==> config.mk <==
export PLATFORM = sky130hd
export DESIGN_NAME = spi_csel_ctrl
export DESIGN_NICKNAME = d
export VERILOG_FILES = /design/src/rtl/spi_csel_pkg.sv /design/src/rtl/spi_csel_regs.sv /design/src/rtl/spi_csel_window.sv /design/src/rtl/spi_csel_drive.sv /design/src/rtl/spi_csel_ctrl.sv
export SDC_FILE = /design/constraint.sdc
export NUM_CORES = 1
export LEC_CHECK = 0
export BUFFER_PORTS_ARGS = -buffer_cell sky130_fd_sc_hd__buf_2
export CORE_MARGIN = 10
export CORE_UTILIZATION = 32
export DETAILED_ROUTE_END_ITERATION = 8
export HOLD_SLACK_MARGIN = 0.03
export PLACE_DENSITY = 0.84
export SYNTH_ARGS = -nofsm -noshare
export SYNTH_HDL_FRONTEND = slang
export SYNTH_SLANG_ARGS = --single-unit
==> constraint.sdc <==
create_clock -name clk -period 1.9 [get_ports clk]
set_input_delay 0 -clock clk [delete_from_list [all_inputs] [get_ports clk]]
set_output_delay 0 -clock clk [all_outputs]
set_load 0.01 [all_outputs]
==> src/rtl/spi_csel_pkg.sv <==
package spi_csel_pkg;

    parameter int CSEL_NUM = 2;
    localparam int CTRL_W = CSEL_NUM + 2;

    typedef struct packed {
        logic                auto_en;
        logic                act_high;
        logic [CSEL_NUM-1:0] sel;
    } csel_ctrl_t;

endpackage

==> src/rtl/spi_csel_regs.sv <==
module spi_csel_regs
    import spi_csel_pkg::*;
#(
    parameter int DATA_W = 32
) (
    input  logic              clk,
    input  logic              rst_n,
    input  logic              we,
    input  logic [DATA_W-1:0] wdata,
    output csel_ctrl_t        ctrl_d,
    output csel_ctrl_t        ctrl_q,
    output logic [DATA_W-1:0] rdata
);
    localparam logic [DATA_W-1:0] CTRL_MASK = DATA_W'((1 << CTRL_W) - 1);

    csel_ctrl_t nxt_d;
    csel_ctrl_t cur_q;

    always_comb begin
        nxt_d = cur_q;
        if (we) begin
            nxt_d = csel_ctrl_t'(wdata[CTRL_W-1:0]);
        end
    end

    always_ff @(posedge clk or negedge rst_n) begin
        if (!rst_n) begin
            cur_q <= '0;
        end else begin
            cur_q <= nxt_d;
        end
    end

    always_comb begin
        rdata             = '0;
        rdata[CTRL_W-1:0] = cur_q;
    end

    assign ctrl_d = nxt_d;
    assign ctrl_q = cur_q;

    // a write lands masked to the defined field bits
    p_wr_lands_r2: assert property (@(posedge clk) disable iff (!rst_n)
        we |=> (rdata == ($past(wdata) & CTRL_MASK)));

    // reserved bits stay zero
    p_reserved_zero_r2: assert property (@(posedge clk) disable iff (!rst_n)
        rdata[DATA_W-1:CTRL_W] == '0);

endmodule

==> src/rtl/spi_csel_window.sv <==
module spi_csel_window (
    input  logic clk,
    input  logic rst_n,
    input  logic start,
    input  logic done,
    output logic active_d,
    output logic active_q
);
    typedef struct packed {
        logic open;
    } win_t;

    win_t st_d;
    win_t st_q;

    always_comb begin
        st_d = st_q;
        if (st_q.open) begin
            if (done) begin
                st_d.open = 1'b0;
            end
        end else if (start) begin
            st_d.open = 1'b1;
        end
    end

    always_ff @(posedge clk or negedge rst_n) begin
        if (!rst_n) begin
            st_q <= '0;
        end else begin
            st_q <= st_d;
        end
    end

    assign active_d = st_d.open;
    assign active_q = st_q.open;

    // start during an open transfer does not end or restart it
    p_start_ignored_r7: assert property (@(posedge clk) disable iff (!rst_n)
        (st_q.open && start && !done) |=> st_q.open);

    // done always closes an open transfer
    p_done_closes_r6: assert property (@(posedge clk) disable iff (!rst_n)
        (st_q.open && done) |=> !st_q.open);

    // done with no transfer open leaves the window closed
    p_stray_done_r7: assert property (@(posedge clk) disable iff (!rst_n)
        (!st_q.open && !start) |=> !st_q.open);

endmodule

==> src/rtl/spi_csel_drive.sv <==
module spi_csel_drive
    import spi_csel_pkg::*;
(
    input  logic                clk,
    input  logic                rst_n,
    input  csel_ctrl_t          ctrl_d,
    input  logic                active_d,
    output logic [CSEL_NUM-1:0] cs_o
);
    typedef struct packed {
        logic [CSEL_NUM-1:0] pin;
    } drv_t;

    logic [CSEL_NUM-1:0] pick;
    logic [CSEL_NUM-1:0] lower_taken;
    logic                enable;
    drv_t                drv_d;
    drv_t                drv_q;

    // lowest-numbered set select bit wins
    assign lower_taken[0] = 1'b0;
    genvar gi;
    generate
        for (gi = 0; gi < CSEL_NUM; gi++) begin : g_pick
            if (gi > 0) begin : g_chain
                assign lower_taken[gi] = lower_taken[gi-1] | ctrl_d.sel[gi-1];
            end
            assign pick[gi] = ctrl_d.sel[gi] & ~lower_taken[gi];
        end
    endgenerate

    assign enable = ctrl_d.auto_en ? active_d : 1'b1;

    always_comb begin
        drv_d = drv_q;
        for (int i = 0; i < CSEL_NUM; i++) begin
            drv_d.pin[i] = (pick[i] & enable) ? ctrl_d.act_high : ~ctrl_d.act_high;
        end
    end

    always_ff @(posedge clk or negedge rst_n) begin
        if (!rst_n) begin
            drv_q.pin <= '1;
        end else begin
            drv_q <= drv_d;
        end
    end

    assign cs_o = drv_q.pin;

    // the priority pick never names more than one line
    p_pick_single_r4: assert property (@(posedge clk) disable iff (!rst_n)
        $onehot0(pick));

endmodule

==> src/rtl/spi_csel_ctrl.sv <==
module spi_csel_ctrl
    import spi_csel_pkg::*;
#(
    parameter int DATA_W  = 32,
    parameter int NUM_SEL = CSEL_NUM
) (
    input  logic               clk,
    input  logic               rst_n,
    input  logic               cfg_we,
    input  logic [DATA_W-1:0]  cfg_wdata,
    output logic [DATA_W-1:0]  cfg_rdata,
    input  logic               xfer_start,
    input  logic               xfer_done,
    output logic [NUM_SEL-1:0] cs_o
);
    csel_ctrl_t ctrl_d;
    csel_ctrl_t ctrl_q;
    logic       active_d;
    logic       active_q;

    spi_csel_regs #(.DATA_W(DATA_W)) u_regs (
        .clk   (clk),
        .rst_n (rst_n),
        .we    (cfg_we),
        .wdata (cfg_wdata),
        .ctrl_d(ctrl_d),
        .ctrl_q(ctrl_q),
        .rdata (cfg_rdata)
    );

    spi_csel_window u_win (
        .clk     (clk),
        .rst_n   (rst_n),
        .start   (xfer_start),
        .done    (xfer_done),
        .active_d(active_d),
        .active_q(active_q)
    );

    spi_csel_drive u_drv (
        .clk     (clk),
        .rst_n   (rst_n),
        .ctrl_d  (ctrl_d),
        .active_d(active_d),
        .cs_o    (cs_o)
    );

    // at most one output sits at the active level
    p_one_line_r4: assert property (@(posedge clk) disable iff (!rst_n)
        $onehot0(cs_o ^ {NUM_SEL{~ctrl_q.act_high}}));

    // manual mode, line 0 selected follows the active level
    p_manual_follow_r3: assert property (@(posedge clk) disable iff (!rst_n)
        (!ctrl_q.auto_en && ctrl_q.sel[0]) |-> (cs_o[0] == ctrl_q.act_high));

    // automatic mode with no open transfer keeps every line inactive
    p_auto_idle_r6: assert property (@(posedge clk) disable iff (!rst_n)
        (ctrl_q.auto_en && !active_q) |-> (cs_o == {NUM_SEL{~ctrl_q.act_high}}));

endmodule

==> out/metrics.csv <==
stage;metric;value;unit
outcome;status;finished, final reports clean;
sta;aggregate negative setup slack;0;ns
floorplanning;I/O pin count;71;
place;post-detailed-placement cell area;494.2;um^2
power;power density relative to cell area;777.4;nW/um^2
yosys;area share of xor/xnor cells in the synthesized design;0.03415;
power;Switch Pwr;0.1297;mW
worst_setup_path;depth of the worst register-to-register path;3;
global_route;GR Overflow Total;0;
global_route;first-pass GRT wire length;1462;um
cells_and_area;nets;110;
place;input/output buffers;14;
cells_and_area;commonest cells after routing, fill and taps aside;sky130_fd_sc_hd__conb_1 (28), sky130_fd_sc_hd__buf_2 (14), sky130_fd_sc_hd__dfrtp_1 (5);
yosys;count of different cell masters after synthesis;13;
min_path;number of cells traversed by the worst hold path;3;
power;combinational cell fraction of total power;0.261;
sta;minimum clock period;1.075;ns
yosys;register area share after synthesis;0.3463;
min_path;Hold WC Path Type;input port to flip-flop;
sta;count of endpoints failing setup in the final report;0;
yosys;number of register bits inferred by synthesis;7;
sta;Clock Skew;0.001694;ns
worst_setup_path;critical path peak fanout;4;
clocking;post-CTS clock slew at the launch and capture registers of the worst setup and hold paths;0.05;ns
clocking;number of sinks handled by clock tree synthesis;7;
yosys;post-synthesis simple-gate area fraction;0.05610;
min_path;source of the worst hold timing path;cfg_wdata[0];
worst_setup_path;R2R Path End;u_drv.cs_o[1];
sta;Final Slew Violations;0;
global_route;pin count of the biggest net entering global routing;8;
floorplanning;die extent in y;60.04;um
global_route;number of antenna violations at the first check in global routing;0;
floorplanning;Row Count;14;
sta;RSZ-0062 raised after global routing;false;
worst_setup_path;register-to-register setup slack;0.82;ns
cells_and_area;post-layout instance area;550.5;um^2
yosys;netlist area before placement;513.0;um^2
yosys;Syn Area/Cell;9.865;um^2
route;vias after detailed routing;306;
route;DRT Pass-1 Iters;2;
power;maximum resistive drop on vdd;0.0001594;V
clocking;number of gates given a new drive strength after cts;0;
place;sum of net half-perimeters after detailed placement;935.2;um
yosys;Yosys warnings;0;
yosys;share of the synthesized area in compound gates (AO/OA/AOI/OAI);0.04390;
place;Placed Instances;81;
worst_setup_path;source of the worst register-to-register timing path;u_win.active_q;
route;wire length per cell after detailed routing;11.45;um
cells_and_area;antenna cell count;0;
run;max-cap viol count;0;
yosys;Cells after Synth;52;
worst_setup_path;crit path DAT;1.24;ns
worst_setup_path;kind of critical path;flip-flop to flip-flop;
yosys;mux cell area share after synthesis;0.08049;
route;initial drt markers;1;
floorplanning;standard cell core area;1506;um^2
clocking;post-CTS setup-driven buffer insertion count;0;
power;static leakage;0.3119;nW
sta;highest clock rate;0.9299;GHz
worst_setup_path;startpoint kind of the worst setup timing path;flip-flop;
power;switching part of the total;0.3031;
place;final weighted congestion in routability-driven placement;0.7300;
sta;fin crit share;0.5660;
global_route;vias in the first global route;356;
clocking;number of buffers on the longest clock path;2;
floorplanning;die footprint;3605;um^2
power;proportion of power drawn by the clock network;0.306;
floorplanning;die boundary width;60.04;um
power;Internal;0.2983;mW
cells_and_area;proportion of layout cells with a drive suffix above 1;0.2917;
yosys;main combinational cell family by area after synthesis;buffers and inverters;
clocking;clock latency at the later pin of the worst-skew pair;0.24;ns
route;wirelength, routed;1008;um
cells_and_area;area added between synthesis and finish;7.317;%
cells_and_area;count of placed standard cells in the final layout, fillers left out;88;
floorplanning;effective utilization at floorplan;0.3405;
clocking;deepest level of the CTS H-tree;1;
clocking;count of hold-fix buffers inserted at cts;3;
yosys;Adder-Cell Fraction of Synth Area;0;
sta;number of hold-slack violations in the final timing report;0;
worst_setup_path;kind of end point of the critical path;flip-flop;
route;Vias per Instance;3.477;
worst_setup_path;Worst EP required;2.07;ns
cells_and_area;leading cell type in the layout, fill and taps excluded;sky130_fd_sc_hd__conb_1;
route;residual DRC count;0;
clocking;clock tree from TritonCTS;done;
clocking;clock root buffer master;sky130_fd_sc_hd__clkbuf_4;
global_route;GR Util All Layers;0.05306;
min_path;endpoint of the worst hold path;u_regs.ctrl_q[0];
route;number of antenna-violating nets in the routed design;0;
power;sequential cell fraction of total power;0.433;
clocking;cts bufs inserted;3;
## final cells by class
type	instances	area, um^2
timing repair buffer	17	100.1
tap	16	20.02
clock buffer	4	26.28
multi-input combinational	41	215.2
inverter	3	11.26
sequential	7	177.7
fill	160	955.9
## registers in the layout, summed over array words and instances (netlist names)
name	count
u_regs.ctrl_q	4
u_drv.cs_o	2
u_win.active_q	1
## Yosys cell counts
master	instances	share of area
sky130_fd_sc_hd__mux2_2	1	0.022
sky130_fd_sc_hd__dfrtp_1	5	0.24
sky130_fd_sc_hd__dfstp_2	2	0.10
sky130_fd_sc_hd__mux2i_1	3	0.059
sky130_fd_sc_hd__conb_1	1	0.0073
sky130_fd_sc_hd__nand2_1	1	0.0073
sky130_fd_sc_hd__a31oi_1	1	0.012
sky130_fd_sc_hd__o311ai_2	1	0.032
sky130_fd_sc_hd__nor2b_1	2	0.024
sky130_fd_sc_hd__inv_1	3	0.022
sky130_fd_sc_hd__xnor2_1	2	0.034
sky130_fd_sc_hd__nand2b_1	2	0.024
sky130_fd_sc_hd__buf_4	28	0.41
## critical path, cell delays in order, from the launching register on
cell and delay, ns:
sky130_fd_sc_hd__dfrtp_1 0.40, sky130_fd_sc_hd__nor2b_1 0.15, sky130_fd_sc_hd__o311ai_2 0.29, sky130_fd_sc_hd__xnor2_1 0.16
## kinds of logic (layout without fill, tap and decap cells)
| kind of cell | count (synthesis) | after routing |
|---|---|---|
| mux | 4 | 4 |
| buf+inv | 31 | 24 |
| flops | 7 | 7 |
| other cells | 1 | 28 |
| xor+xnor | 2 | 2 |
| simple gates | 5 | 5 |
| compound gates | 2 | 2 |
## per-stage QoR
step	power [mW]	hold WS (ns)	util	setup slack, ns
2_1_floorplan	0.2989	-0.2956	-	0.8882
3_3_place_gp	0.2887	-0.1679	0.3281	0.8566
3_5_place_dp	0.2945	-0.1618	0.3281	0.8290
4_1_cts	0.4336	0.03066	0.3654	0.8017
5_1_grt	0.4604	0.06357	0.3654	0.6745
6_report	0.4280	0.03121	0.3654	0.8246
## power groups by stage
stage | Sequential [mW] | Combinational [mW] | Clock, mW
CTS | 0.186 | 0.111 | 0.136
global placement | 0.186 | 0.103 | 0
floorplan | 0.197 | 0.102 | 0
global route | 0.187 | 0.126 | 0.148
finish | 0.185 | 0.112 | 0.131
detailed placement | 0.188 | 0.107 | 0
## routing by layer
metal	global-route usage	up-vias	routed length [um]
met4	0.03846	0	0
met1	0.04704	135	379
li1	-	145	-
met3	0.03390	0	133
met2	0.08529	26	494
met5	0	-	0
## how the worst max path moves through the flow
stage                                start            end  depth (start not counted)
final                       u_win.active_q  u_drv.cs_o[1]                          3
after global routing      u_regs.ctrl_q[3]  u_drv.cs_o[0]                          4
after CTS                   u_win.active_q  u_drv.cs_o[1]                          3
after detailed placement    u_win.active_q  u_drv.cs_o[1]                          3
after global placement    u_regs.ctrl_q[3]  u_drv.cs_o[0]                          4
after floorplan           u_regs.ctrl_q[3]  u_drv.cs_o[0]                          4
Note: power is estimated with default switching activity, not from simulation.
